===== src/rtl/pwm_dbuf_pkg.sv =====
package pwm_dbuf_pkg;
  localparam int unsigned ADDR_CTRL  = 0;
  localparam int unsigned ADDR_PRESC = 1;
  localparam int unsigned ADDR_MOD   = 2;
  localparam int unsigned ADDR_DUTY  = 3;

  localparam int unsigned B_RUN    = 0;
  localparam int unsigned B_LDOK   = 1;
  localparam int unsigned B_CENTER = 2;
  localparam int unsigned B_OVR    = 3;
  localparam int unsigned B_IRQ    = 4;

  typedef struct packed {
    logic ovr;
    logic center;
    logic run;
  } ctrl_t;
endpackage


===== src/rtl/pwm_dbuf_regs.sv =====
module pwm_dbuf_regs
  import pwm_dbuf_pkg::*;
#(
  parameter int unsigned DATA_W = 16,
  parameter int unsigned ADDR_W = 2,
  parameter int unsigned CNT_W  = 8,
  parameter int unsigned PS_W   = 2
) (
  input  logic              clk_i,
  input  logic              rst_ni,
  input  logic              wr_i,
  input  logic              rd_i,
  input  logic [ADDR_W-1:0] addr_i,
  input  logic [DATA_W-1:0] wdata_i,
  input  logic              load_i,
  input  logic              bound_i,
  output ctrl_t             ctrl_o,
  output logic              ldok_o,
  output logic              irq_o,
  output logic [PS_W-1:0]   presc_b_o,
  output logic [CNT_W-1:0]  mod_b_o,
  output logic [CNT_W-1:0]  duty_b_o,
  output logic [DATA_W-1:0] rdata_o
);
  logic sel_ctrl, wr_ctrl, arm_q;
  logic [PS_W-1:0]  presc_s;
  logic [CNT_W-1:0] mod_s, duty_s;

  assign sel_ctrl = (addr_i == ADDR_W'(ADDR_CTRL));
  assign wr_ctrl  = wr_i && sel_ctrl;

  always_ff @(posedge clk_i or negedge rst_ni) begin
    if (!rst_ni) begin
      ctrl_o    <= '0;
      ldok_o    <= 1'b0;
      arm_q     <= 1'b0;
      irq_o     <= 1'b0;
      presc_s   <= '0;
      mod_s     <= '0;
      duty_s    <= '0;
      presc_b_o <= '0;
      mod_b_o   <= '0;
      duty_b_o  <= '0;
    end else begin
      if (wr_i && addr_i == ADDR_W'(ADDR_PRESC)) presc_s <= wdata_i[PS_W-1:0];
      if (wr_i && addr_i == ADDR_W'(ADDR_MOD))   mod_s   <= wdata_i[CNT_W-1:0];
      if (wr_i && addr_i == ADDR_W'(ADDR_DUTY))  duty_s  <= wdata_i[CNT_W-1:0];

      if (wr_ctrl) begin
        ctrl_o.run    <= wdata_i[B_RUN];
        ctrl_o.center <= wdata_i[B_CENTER];
        ctrl_o.ovr    <= wdata_i[B_OVR];
      end

      // arming: a read that sees load-OK low, consumed by the next control write
      if (wr_ctrl)                     arm_q <= 1'b0;
      else if (rd_i && sel_ctrl && !ldok_o) arm_q <= 1'b1;

      if (wr_ctrl && wdata_i[B_LDOK]) begin
        if (arm_q) begin
          ldok_o    <= 1'b1;
          presc_b_o <= presc_s;
          mod_b_o   <= mod_s;
          duty_b_o  <= duty_s;
        end else if (load_i) begin
          ldok_o <= 1'b0;
        end
      end else if (wr_ctrl || load_i) begin
        ldok_o <= 1'b0;
      end

      if (bound_i)                        irq_o <= 1'b1;
      else if (wr_ctrl && wdata_i[B_IRQ]) irq_o <= 1'b0;
    end
  end

  always_comb begin
    rdata_o = '0;
    if (sel_ctrl) begin
      rdata_o[B_RUN]    = ctrl_o.run;
      rdata_o[B_LDOK]   = ldok_o;
      rdata_o[B_CENTER] = ctrl_o.center;
      rdata_o[B_OVR]    = ctrl_o.ovr;
      rdata_o[B_IRQ]    = irq_o;
    end else if (addr_i == ADDR_W'(ADDR_PRESC)) begin
      rdata_o[PS_W-1:0] = presc_s;
    end else if (addr_i == ADDR_W'(ADDR_MOD)) begin
      rdata_o[CNT_W-1:0] = mod_s;
    end else if (addr_i == ADDR_W'(ADDR_DUTY)) begin
      rdata_o[CNT_W-1:0] = duty_s;
    end
  end
endmodule


===== src/rtl/pwm_dbuf_timer.sv =====
module pwm_dbuf_timer #(
  parameter int unsigned CNT_W = 8,
  parameter int unsigned PS_W  = 2
) (
  input  logic             clk_i,
  input  logic             rst_ni,
  input  logic             run_i,
  input  logic             center_i,
  input  logic             load_i,
  input  logic [PS_W-1:0]  presc_b_i,
  input  logic [CNT_W-1:0] mod_b_i,
  input  logic [CNT_W-1:0] duty_b_i,
  output logic [CNT_W-1:0] cnt_o,
  output logic [CNT_W-1:0] mod_a_o,
  output logic [CNT_W-1:0] duty_a_o,
  output logic             bound_o
);
  localparam int unsigned PRE_W = (1 << PS_W) - 1;

  logic [PS_W-1:0]  presc_a;
  logic [PRE_W-1:0] pre_cnt, pre_lim;
  logic             dir_dn, tick, at_top, at_low;

  assign pre_lim = ~({PRE_W{1'b1}} << presc_a);
  assign tick    = run_i && (pre_cnt >= pre_lim);
  assign at_top  = (cnt_o >= mod_a_o);
  assign at_low  = (cnt_o <= CNT_W'(1));

  always_comb begin
    if (center_i) bound_o = tick && (dir_dn || at_top) && at_low;
    else          bound_o = tick && at_top;
  end

  always_ff @(posedge clk_i or negedge rst_ni) begin
    if (!rst_ni) begin
      presc_a  <= '0;
      mod_a_o  <= '0;
      duty_a_o <= '0;
    end else if (load_i) begin
      presc_a  <= presc_b_i;
      mod_a_o  <= mod_b_i;
      duty_a_o <= duty_b_i;
    end
  end

  always_ff @(posedge clk_i or negedge rst_ni) begin
    if (!rst_ni) begin
      pre_cnt <= '0;
      cnt_o   <= '0;
      dir_dn  <= 1'b0;
    end else if (!run_i) begin
      pre_cnt <= '0;
      cnt_o   <= '0;
      dir_dn  <= 1'b0;
    end else begin
      pre_cnt <= tick ? '0 : pre_cnt + PRE_W'(1);
      if (tick) begin
        if (bound_o) begin
          cnt_o  <= '0;
          dir_dn <= 1'b0;
        end else if (!center_i) begin
          cnt_o  <= cnt_o + CNT_W'(1);
          dir_dn <= 1'b0;
        end else if (dir_dn || at_top) begin
          cnt_o  <= cnt_o - CNT_W'(1);
          dir_dn <= 1'b1;
        end else begin
          cnt_o <= cnt_o + CNT_W'(1);
        end
      end
    end
  end
endmodule


===== src/rtl/pwm_dbuf.sv =====
module pwm_dbuf
  import pwm_dbuf_pkg::*;
#(
  parameter int unsigned DATA_W = 16,
  parameter int unsigned ADDR_W = 2,
  parameter int unsigned CNT_W  = 8,
  parameter int unsigned PS_W   = 2
) (
  input  logic              clk_i,
  input  logic              rst_ni,
  input  logic              wr_i,
  input  logic              rd_i,
  input  logic [ADDR_W-1:0] addr_i,
  input  logic [DATA_W-1:0] wdata_i,
  output logic [DATA_W-1:0] rdata_o,
  output logic              pwm_o,
  output logic              pwm_oe_o,
  output logic              reload_o,
  output logic              irq_o
);
  ctrl_t            ctrl;
  logic             ldok, load, bound;
  logic [PS_W-1:0]  presc_b;
  logic [CNT_W-1:0] mod_b, duty_b, cnt, mod_a, duty_a;

  assign load = ldok && (bound || !ctrl.run);

  pwm_dbuf_regs #(
    .DATA_W(DATA_W), .ADDR_W(ADDR_W), .CNT_W(CNT_W), .PS_W(PS_W)
  ) u_regs (
    .clk_i(clk_i), .rst_ni(rst_ni), .wr_i(wr_i), .rd_i(rd_i),
    .addr_i(addr_i), .wdata_i(wdata_i), .load_i(load), .bound_i(bound),
    .ctrl_o(ctrl), .ldok_o(ldok), .irq_o(irq_o),
    .presc_b_o(presc_b), .mod_b_o(mod_b), .duty_b_o(duty_b),
    .rdata_o(rdata_o)
  );

  pwm_dbuf_timer #(.CNT_W(CNT_W), .PS_W(PS_W)) u_timer (
    .clk_i(clk_i), .rst_ni(rst_ni), .run_i(ctrl.run), .center_i(ctrl.center),
    .load_i(load), .presc_b_i(presc_b), .mod_b_i(mod_b), .duty_b_i(duty_b),
    .cnt_o(cnt), .mod_a_o(mod_a), .duty_a_o(duty_a), .bound_o(bound)
  );

  // duty >= modulus saturates high; zero duty is always low
  assign pwm_o    = ctrl.run && (duty_a != '0) && ((duty_a >= mod_a) || (cnt < duty_a));
  assign pwm_oe_o = ctrl.run || ctrl.ovr;
  assign reload_o = bound;
endmodule


===== config.mk =====
export PLATFORM = sky130hd
export DESIGN_NAME = pwm_dbuf
export DESIGN_NICKNAME = d
export VERILOG_FILES = /design/src/rtl/pwm_dbuf_pkg.sv /design/src/rtl/pwm_dbuf_regs.sv /design/src/rtl/pwm_dbuf_timer.sv /design/src/rtl/pwm_dbuf.sv
export SDC_FILE = /design/constraint.sdc
export NUM_CORES = 1
export LEC_CHECK = 0
export ABC_AREA = 0
export ABC_CLOCK_PERIOD_IN_PS = 3000
export CORE_MARGIN = 5
export CORE_UTILIZATION = 57
export DETAILED_ROUTE_END_ITERATION = 16
export GPL_TIMING_DRIVEN = 1
export PLACE_DENSITY = 0.8
export RECOVER_POWER = 50
export SYNTH_ARGS = -nofsm -noshare
export SYNTH_HDL_FRONTEND = slang
export SYNTH_SLANG_ARGS = --single-unit

===== constraint.sdc =====
create_clock -name clk_i -period 3 [get_ports clk_i]
set_input_delay 0.6 -clock clk_i [delete_from_list [all_inputs] [get_ports clk_i]]
set_output_delay 0.6 -clock clk_i [all_outputs]
set_load 0.02 [all_outputs]

==> impl_metrics.tcl, run 1 <==
set metrics [dict create \
    p_sw_mw 1.63 \
    cts_tree "built" \
    fill_cells 498 \
    clock-sinks 72 \
    num-nets-final 430 \
    syn_area_mm2 0.00392 \
    coreArea_mm2 0.00676 \
    die_area_mm2 0.00864 \
    crit_arrival_ns 2.34 \
    dp_hpwl_um 5730 \
    dpl_cell_area_mm2 0.00435 \
    place_ws_ns -0.112 \
    ys.flop_type "dfrtp_1" \
    crit_family "buffers and inverters" \
    vias 2672 \
    io_buffers 25 \
    syn-instance-count 331 \
    ant_nets 0 \
    drtIter0Drc 109 \
    dp.cells 446 \
    multiInputGateArea_mm2 0.00197 \
    hp-class "flop to flop" \
    die_h_um 93.0 \
    grt_pass1_vias 2830 \
    violations "max-capacitance violations, max-slew violations" \
    swShare_pct 36.5 \
    combinationalPowerShare_pct 45.1 \
    boundaryPins 42 \
    clk_transition_reported_paths_ns 0.07 \
    path_class "primary input to output port" \
    crit_path_end_kind "output port" \
    cp_slowest_cell "clkdlybuf4s50_1" \
    postLayoutCoreUtil_pct 68.0 \
    htreeDepth 3 \
    initial_core_util_pct 58.1 \
    status "complete, but fails checks" \
    crit_buf_inv 3 \
    wire_per_inst_um 17.1 \
    track_usage_pct 20.4 \
    first_pass_iters 4 \
    maxSlewViolCount 73 \
    whs_ns 0.466 \
    pwr-share-seq_pct 33.4 \
    crit_path_start_kind "primary input" \
    cts-root-buf "clkbuf_8" \
    p_per_area_mw_per_mm2 975 \
    clk_latency_ns 0.35 \
    antenna_found_initial 0 \
    area_delta_synth_final_pct 17.1 \
    synth.area.top_cells "dfrtp_1 (46%), mux2_2 (17%), ha_1 (9.6%), inv_1 (2.1%), mux2i_1 (2.0%)" \
    final_layout_size_suffix_gt1_share_pct 29.2 \
    irDropWorstVdd_v 0.000634 \
    async_flop_share_pct 100 \
    yosysSeqAreaShare_pct 45.9 \
    cp_max_fo 5 \
    die_x_um 93.0 \
    vias_per_cell 5.77 \
    fin_ws_ns 0.0625 \
    post-route-period-util_pct 97.9 \
    critPathMostFrequentCell "clkdlybuf4s50_1" \
    cts_buffer_depth 2 \
    rsz0062_at_grt "true" \
    place_congestion 0.845 \
    synth_top_cell_by_area "dfrtp_1" \
    finalHoldViolCount 0 \
    rows 30 \
    fin_cells 463 \
    cap_violations 1 \
    ys_ff_latch 72 \
    synth_edf_count 0 \
    worstPathCellList "clkdlybuf4s50_1 > buf_4 > mux2_2 > a22o_1 > clkdlybuf4s50_1" \
    period_minus_slack_ns 2.94 \
    grt-ovfl-total 0 \
    critPathMaxStageDelay_ns 0.53 \
    synth_top_area_share_pct 45.9 \
    slew_headroom_pct -15.2 \
    setup_viol_count_final 0 \
    yosys_warnings 0 \
    drcViolationCount 0 \
    yosysUniqueCellTypes 51 \
    synth.most_common_cell "dfrtp_1" \
    fmax_mhz 340 \
    power_report.internal_total_mw 2.85 \
    synth.avg_cell_area_um2 11.9 \
    grt_pass1_wl_um 13700 \
    p_clk_share_pct 21.5 \
    seq_area_mm2 0.00180 \
    final_cell_area_mm2 0.00459 \
    finalWirelength_um 7900 \
    critPathRequiredTime_ns 2.40 \
    worst_slew_pin_slew_ns 1.73 \
    yosys-top-cells-count "dfrtp_1 (72), mux2_2 (60), ha_1 (30), inv_1 (22), nor2_1 (16)" \
    n_antenna_cell 0 \
    leakagePower_nw 2.18 \
    regToRegSetupSlack_ns 0.30 \
    cts_buffers 9 \
    clock_skew_ns 0.00994 \
    grt_start_max_net_pins 73 \
]
## area by class of cell
type	instances	area share [%]
well taps	80	2.18
multi-input cells	227	42.9
clock inverters	6	2.51
inverters	22	1.80
repair buffers	46	8.34
clock buffers	10	3.00
flip-flops and latches	72	39.3
## path summary, 6_finish.rpt
kind	from	end	cells after the start
max	addr_i[0]	rdata_o[3]	5
min	u_timer.pre_cnt[0]	u_timer.pre_cnt[0]	1
max reg2reg	u_timer.cnt_o[0]	u_timer.mod_a_o[1]	9
min reg2reg	u_timer.pre_cnt[0]	u_timer.pre_cnt[0]	1
max in group asynchronous	rst_ni	u_timer.cnt_o[6]	2
min in group asynchronous	rst_ni	u_timer.cnt_o[4]	2
## power by group through the flow
stage	Clock [mW]	Sequential [mW]	Combinational, mW
after floorplan	0	1.45	1.39
final	0.963	1.50	2.02
after detailed placement	0	1.51	2.00
after CTS	0.983	1.50	2.04
after global placement	0	1.49	1.90
after global routing	1.03	1.54	2.25
## state kept, by name (all words and copies together), names as in the netlist, 2 cells and up
signal,flops
u_regs.mod_s,8
u_timer.presc_a,2
u_timer.duty_a_o,8
u_regs.ctrl_o,3
u_regs.presc_b_o,2
u_regs.duty_s,8
u_timer.cnt_o,8
u_timer.mod_a_o,8
u_regs.presc_s,2
u_timer.pre_cnt,3
u_regs.mod_b_o,8
u_regs.duty_b_o,8
## placed cells by master, fill, tap and decap left out, types with 2 or more instances in the layout
master / count
o21ai_0: 11
nor3b_1: 3
and2_1: 2
dfrtp_1: 71
a21oi_1: 9
nor2_1: 16
or2_2: 2
nand2b_1: 4
nor4_1: 2
mux2i_1: 8
buf_2: 3
conb_1: 8
a31oi_1: 2
nor4_2: 2
nor3_1: 2
and3_1: 5
nand2_1: 14
inv_1: 22
clkbuf_1: 2
clkbuf_8: 10
nand3_1: 6
buf_4: 17
ha_1: 30
mux2_2: 60
bufinv_16: 3
nor2b_1: 4
a22o_1: 4
nand3b_1: 2
a21o_1: 6
clkdlybuf4s50_1: 21
a211oi_1: 2
mux4_2: 2
## logic make-up after synthesis
group	Yosys count	synth area share, %
AOI/OAI and AO/OA	48	9.06
xor gates and xnor gates	2	0.447
adders and majority gates	30	9.57
buffers and inverters	39	4.78
DFF	72	45.9
muxes	71	20.8
other	1	0.0956
and+or+nand+nor	68	9.31
## through the flow
step | power, mW | setup TNS (ns)
finish | 4.48 | 0
global route | 4.81 | -0.144
CTS | 4.51 | 0
detailed placement | 3.51 | -0.112
global placement | 3.40 | -0.0951
floorplan | 2.84 | 0
## what timing repair did
item / in CTS / in global routing
hold buffers: 0 / 0
endpoints found under the setup margin: 2 / 2
pin swaps: 1 / 1
setup buffers: 1 / 0
resized for setup: 9 / 2
## per-layer routing
metal	track usage [%]	vias to the layer above	wire [µm]
li1	-	1267	-
met1	26.8	1334	3610
met2	32.6	59	3820
met3	4.55	12	322
met4	8.30	0	144
met5	0	-	0
Note: power is estimated with default switching activity, not from simulation.
==> inputs of run 2 (changes only) <==
--- a/config.mk
+++ b/config.mk
@@ -13,5 +13,4 @@
 export GPL_TIMING_DRIVEN = 1
 export PLACE_DENSITY = 0.8
-export RECOVER_POWER = 50
 export SYNTH_ARGS = -nofsm -noshare
 export SYNTH_HDL_FRONTEND = slang
==> constraint.sdc (replaced) <==
create_clock -name clk_i -period 3 [get_ports clk_i]
set_input_delay 0.75 -clock clk_i [delete_from_list [all_inputs] [get_ports clk_i]]
set_output_delay 0.75 -clock clk_i [all_outputs]
set_load 0.02 [all_outputs]
==> run 2 against run 1 <==
Compared with the run above:
- the run now ends clean
- count of clock-buffer cells in the layout up 1
- sequential share of layout area down 0.88 points
- largest power group unchanged
- first-iteration DRC count down 28%
- die area unchanged
- largest cell class unchanged
- clock power down 26%
==> impl_metrics.tcl, run 2 (synthesis gave the netlist of run 1 again) <==
set metrics [dict create \
    status "finished, final reports clean" \
    crit_arrival_ns 2.20 \
    die_area_mm2 0.00864 \
    maxSlewViolCount 0 \
    setup_viol_count_final 0 \
    grt_pass1_wl_um 13600 \
    path_class "primary input to output port" \
    grt-ovfl-total 0 \
    die_h_um 93.0 \
    drcViolationCount 0 \
    leakagePower_nw 2.26 \
    finalWirelength_um 8150 \
    initial_core_util_pct 58.1 \
    p_per_area_mw_per_mm2 950 \
    coreArea_mm2 0.00676 \
    period_minus_slack_ns 2.95 \
    final_cell_mix "dfrtp_1 (71), mux2_2 (60), buf_4 (34)" \
    vias_per_cell 5.72 \
    cts_tree "built" \
    rsz0062_at_grt "true" \
    die_x_um 93.0 \
    boundaryPins 42 \
    vias 2724 \
    cts_buffer_depth 2 \
    irDropWorstVdd_v 0.000541 \
    final_layout_size_suffix_gt1_share_pct 33.3 \
    finalHoldViolCount 0 \
    ctsHoldBuffers 0 \
    drtIter0Drc 78 \
    crit_path_end_kind "output port" \
    clock_skew_ns 0.0111 \
    place_ws_ns -0.191 \
    grt_start_max_net_pins 49 \
    area_delta_synth_final_pct 19.8 \
    cap_violations 0 \
    n_antenna_cell 0 \
    rows 30 \
    cts_buffers 9 \
    wire_per_inst_um 17.1 \
    hp-class "flop to flop" \
    cp_max_fo 4 \
    clock-sinks 72 \
    dp_hpwl_um 5950 \
    crit_path_start_kind "primary input" \
    ant_nets 0 \
    num-nets-final 443 \
    place_congestion 0.869 \
    track_usage_pct 20.1 \
    first_pass_iters 4 \
    final_common_cell "dfrtp_1" \
    fmax_mhz 340 \
    critPathRequiredTime_ns 2.25 \
    worst_slew_pin_slew_ns 0.623 \
    postLayoutCoreUtil_pct 69.5 \
    io_buffers 25 \
    clk_latency_ns 0.35 \
    htreeDepth 3 \
    fin_ws_ns 0.0549 \
    slew_headroom_pct 58.5 \
    post-route-period-util_pct 98.2 \
    grt_pass1_vias 2870 \
    cts-root-buf "clkbuf_8" \
    clk_transition_reported_paths_ns 0.08 \
    antenna_found_initial 0 \
]
==> run 2: cell count changes in the layout (fill, tap and decap cells not counted), sizes merged <==
cell | previous run | this run
clkbuf | 14 | 11
buf | 20 | 37
dlymetal6s2s | 0 | 1
bufinv | 3 | 0
clkdlybuf4s50 | 21 | 14
dlygate4sd3 | 1 | 0
dlygate4sd2 | 0 | 6
clkinvlp | 1 | 3
clkdlybuf4s15 | 0 | 1
==> run 2: repair_timing <==
item	in CTS	in global routing
pin swaps	2	7
setup endpoints to repair	9	4
gates cloned	0	0
resized for setup	17	14
buffers inserted	0	3
==> run 2: final timing paths <==
| check | slack [ns] | cells past startpoint | startpoint | end |
|---|---|---|---|---|
| max | 0.05 | 5 | addr_i[0] | rdata_o[3] |
| min | 0.47 | 1 | u_timer.pre_cnt[0] | u_timer.pre_cnt[0] |
| max reg2reg | 0.32 | 9 | u_timer.cnt_o[0] | u_timer.mod_a_o[4] |
| min reg2reg | 0.47 | 1 | u_timer.pre_cnt[0] | u_timer.pre_cnt[0] |
| max in group asynchronous | 1.74 | 3 | rst_ni | u_timer.duty_a_o[0] |
| min in group asynchronous | 0.49 | 2 | rst_ni | u_timer.cnt_o[5] |
==> run 2: power by group <==
part | leakage (nW) | internal [mW] | switching, mW
combinational | 1.27 | 1.17 | 1.08
sequential | 0.913 | 1.26 | 0.237
clock | 0.0822 | 0.327 | 0.385
==> run 2: final cells by class <==
cell class	instances	area, µm²
sequential	72	1800
multi-input combinational	227	2020
clock inverter	5	40.0
tap	80	100
inverter	22	82.6
fill	499	2060
timing repair buffer	59	507
clock buffer	11	141
==> run 2: through the flow <==
stage          area [µm²]  setup TNS, ns  hold WS, ns  power (mW)  std cells
6_report             4700              0        0.472        4.47        476
5_1_grt              4700        -0.0384        0.490        4.78        476
4_1_cts              4610              0        0.474        4.32        473
3_5_place_dp         4430          -1.02        0.463        3.62        457
3_3_place_gp         4430          -1.08        0.454        3.50        457
2_1_floorplan        3950              0        0.432        2.84        338
==> run 2: critical path: stages <==
cell and delay [ns]:
clkdlybuf4s50_1 0.47, buf_4 0.13, mux2_2 0.33, a22o_1 0.23
clkdlybuf4s15_1 0.28
==> run 2: metal layers <==
layer	routed length, µm	GRT usage [%]
met1	3660	25.1
met2	4050	34.6
met3	305	3.82
met4	139	7.45
met5	0	0
==> inputs of run 3 (changes only) <==
- CORE_MARGIN: 5 -> 2
==> run 3 against run 2 <==
Compared with the run above:
- wire length hardly changed
- non-clock buffer count is 4 higher
- combinational power is 3% higher
- flip-flop and latch count stayed put
- worst hold slack worse by 0.052 ns
- fmax is 1.6% lower
- global-route usage is 3.3 points higher
- clock power is 9.3% higher
- setup slack worse by 0.049 ns
==> impl_metrics.tcl, run 3 (synthesis gave the netlist of run 1 again) <==
set metrics [dict create \
    status "finished, final reports clean" \
    first_pass_iters 4 \
    fin_cells 480 \
    drtIter0Drc 115 \
    grt_pass1_vias 2813 \
    grt_start_max_net_pins 30 \
    antenna_found_initial 0 \
    period_minus_slack_ns 2.99 \
    finalPower_mw 4.60 \
    wire_per_inst_um 17.0 \
    finalHoldViolCount 0 \
    fin_ws_ns 0.00557 \
    dp.cells 459 \
    clock_skew_ns 0.00986 \
    path_class "flop to output port" \
    die_h_um 87.0 \
    place_congestion 0.850 \
    rows 30 \
    setup_viol_count_final 0 \
    n_antenna_cell 0 \
    fill_cells 456 \
    fmax_mhz 334 \
    dp_hpwl_um 6040 \
    post-route-period-util_pct 99.8 \
    final_layout_size_suffix_gt1_share_pct 36.3 \
    vias 2712 \
    crit_path_end_kind "output port" \
    boundaryPins 42 \
    hp-class "primary input to async pin" \
    cp_max_fo 4 \
    p_sw_mw 1.75 \
    slew_headroom_pct 55.1 \
    clk_latency_ns 0.36 \
    leakagePower_nw 2.29 \
    track_usage_pct 23.5 \
    power_report.internal_total_mw 2.86 \
    swShare_pct 37.9 \
    cts_tree "built" \
    p_per_area_mw_per_mm2 962 \
    worst_slew_pin_slew_ns 0.673 \
    maxSlewViolCount 0 \
    cts_buffers 9 \
    crit_buf_inv 3 \
    rsz0062_at_grt "true" \
    num-nets-final 447 \
    drcViolationCount 0 \
    io_buffers 25 \
    cp_slowest_cell "dfrtp_2" \
    cts_buffer_depth 2 \
    vias_per_cell 5.65 \
    crit_arrival_ns 2.24 \
    critPathMaxStageDelay_ns 0.45 \
    area_delta_synth_final_pct 22.1 \
    finalWirelength_um 8150 \
    initial_core_util_pct 58.4 \
    clk_transition_reported_paths_ns 0.08 \
    grt_pass1_wl_um 13400 \
    crit_family "simple AND/OR/NAND/NOR gates" \
    htreeDepth 3 \
    final_cell_mix "dfrtp_1 (70), mux2_2 (60), buf_4 (36)" \
    cts-root-buf "clkbuf_8" \
    cap_violations 0 \
    worstPathCellList "ha_4 > nand4_1 > nor4_4 > inv_1 > a311oi_2 > buf_4 > buf_6" \
    grt-ovfl-total 0 \
    final_common_cell "dfrtp_1" \
    ant_nets 0 \
    die_area_mm2 0.00756 \
    critPathRequiredTime_ns 2.25 \
    p_clk_share_pct 16.9 \
    place_ws_ns -0.197 \
    coreArea_mm2 0.00672 \
    pwr-share-seq_pct 32.7 \
    die_x_um 87.0 \
    ctsHoldBuffers 0 \
    irDropWorstVdd_v 0.000614 \
    clock-sinks 72 \
    crit_path_start_kind "flop" \
    combinationalPowerShare_pct 50.4 \
]
==> run 3: cell count changes in the layout (fill, tap and decap cells not counted), sizes merged <==
cell | before | now
clkbuf | 11 | 10
dlymetal6s2s | 1 | 0
dlygate4sd2 | 6 | 7
clkinv | 1 | 2
buf | 37 | 41
clkdlybuf4s15 | 1 | 0
bufinv | 0 | 1
==> run 3: layout make-up <==
cell class	count	area [µm²]	area share, %
repair buffers	63	544	11.4
clock inverters	7	71.3	1.49
multi-input cells	227	2060	43.1
clock buffers	9	124	2.59
flip-flops and latches	72	1800	37.7
well taps	80	100	2.09
inverters	22	82.6	1.72
==> run 3: per-stage QoR <==
stage | utilization, % | setup TNS (ns) | hold slack, ns | area (µm²)
finish | 71.3 | 0 | 0.420 | 4790
global route | 71.3 | -0.0973 | 0.464 | 4790
CTS | 69.3 | -0.0123 | 0.427 | 4660
detailed placement | 66.4 | -1.11 | 0.475 | 4460
global placement | 66.4 | -1.08 | 0.452 | 4460
floorplan | - | 0 | 0.432 | 3950
==> run 3: final timing paths <==
| kind | startpoint | slack, ns | endpoint | cells after the start |
|---|---|---|---|---|
| setup / recovery | u_timer.cnt_o[6] | 0.006 | reload_o | 7 |
| hold / removal | rst_ni | 0.42 | u_timer.cnt_o[4] | 1 |
| setup reg to reg | u_timer.mod_a_o[0] | 0.25 | u_timer.presc_a[0] | 8 |
| hold reg to reg | u_timer.pre_cnt[0] | 0.49 | u_timer.pre_cnt[0] | 1 |
| max in group asynchronous | rst_ni | 1.89 | u_regs.duty_s[5] | 2 |
| min in group clk_i | u_timer.pre_cnt[0] | 0.49 | u_timer.pre_cnt[0] | 1 |
==> run 3: routing by layer <==
| metal | track usage (%) | part of all wire (%) | vias to the layer above | wire, µm |
|---|---|---|---|---|
| li1 | - | - | 1299 | - |
| met1 | 30.4 | 46 | 1349 | 3720 |
| met2 | 38.0 | 49 | 50 | 3980 |
| met3 | 5.02 | 3.5 | 14 | 286 |
| met4 | 10.4 | 2.0 | 0 | 165 |
| met5 | 0 | 0 | - | 0 |
==> run 3: repair_timing <==
action | 4_1_cts | 5_1_grt
setup buffers | 0 | 5
setup endpoints to repair | 10 | 3
pin swaps | 2 | 10
gates resized for setup | 21 | 22
==> run 3: power by group through the flow <==
stage / clock [mW] / combinational (mW) / sequential, mW
finish: 0.778 / 2.32 / 1.50
global route: 0.826 / 2.57 / 1.54
CTS: 0.789 / 2.13 / 1.49
detailed placement: 0 / 2.12 / 1.51
global placement: 0 / 2.02 / 1.49
floorplan: 0 / 1.39 / 1.45
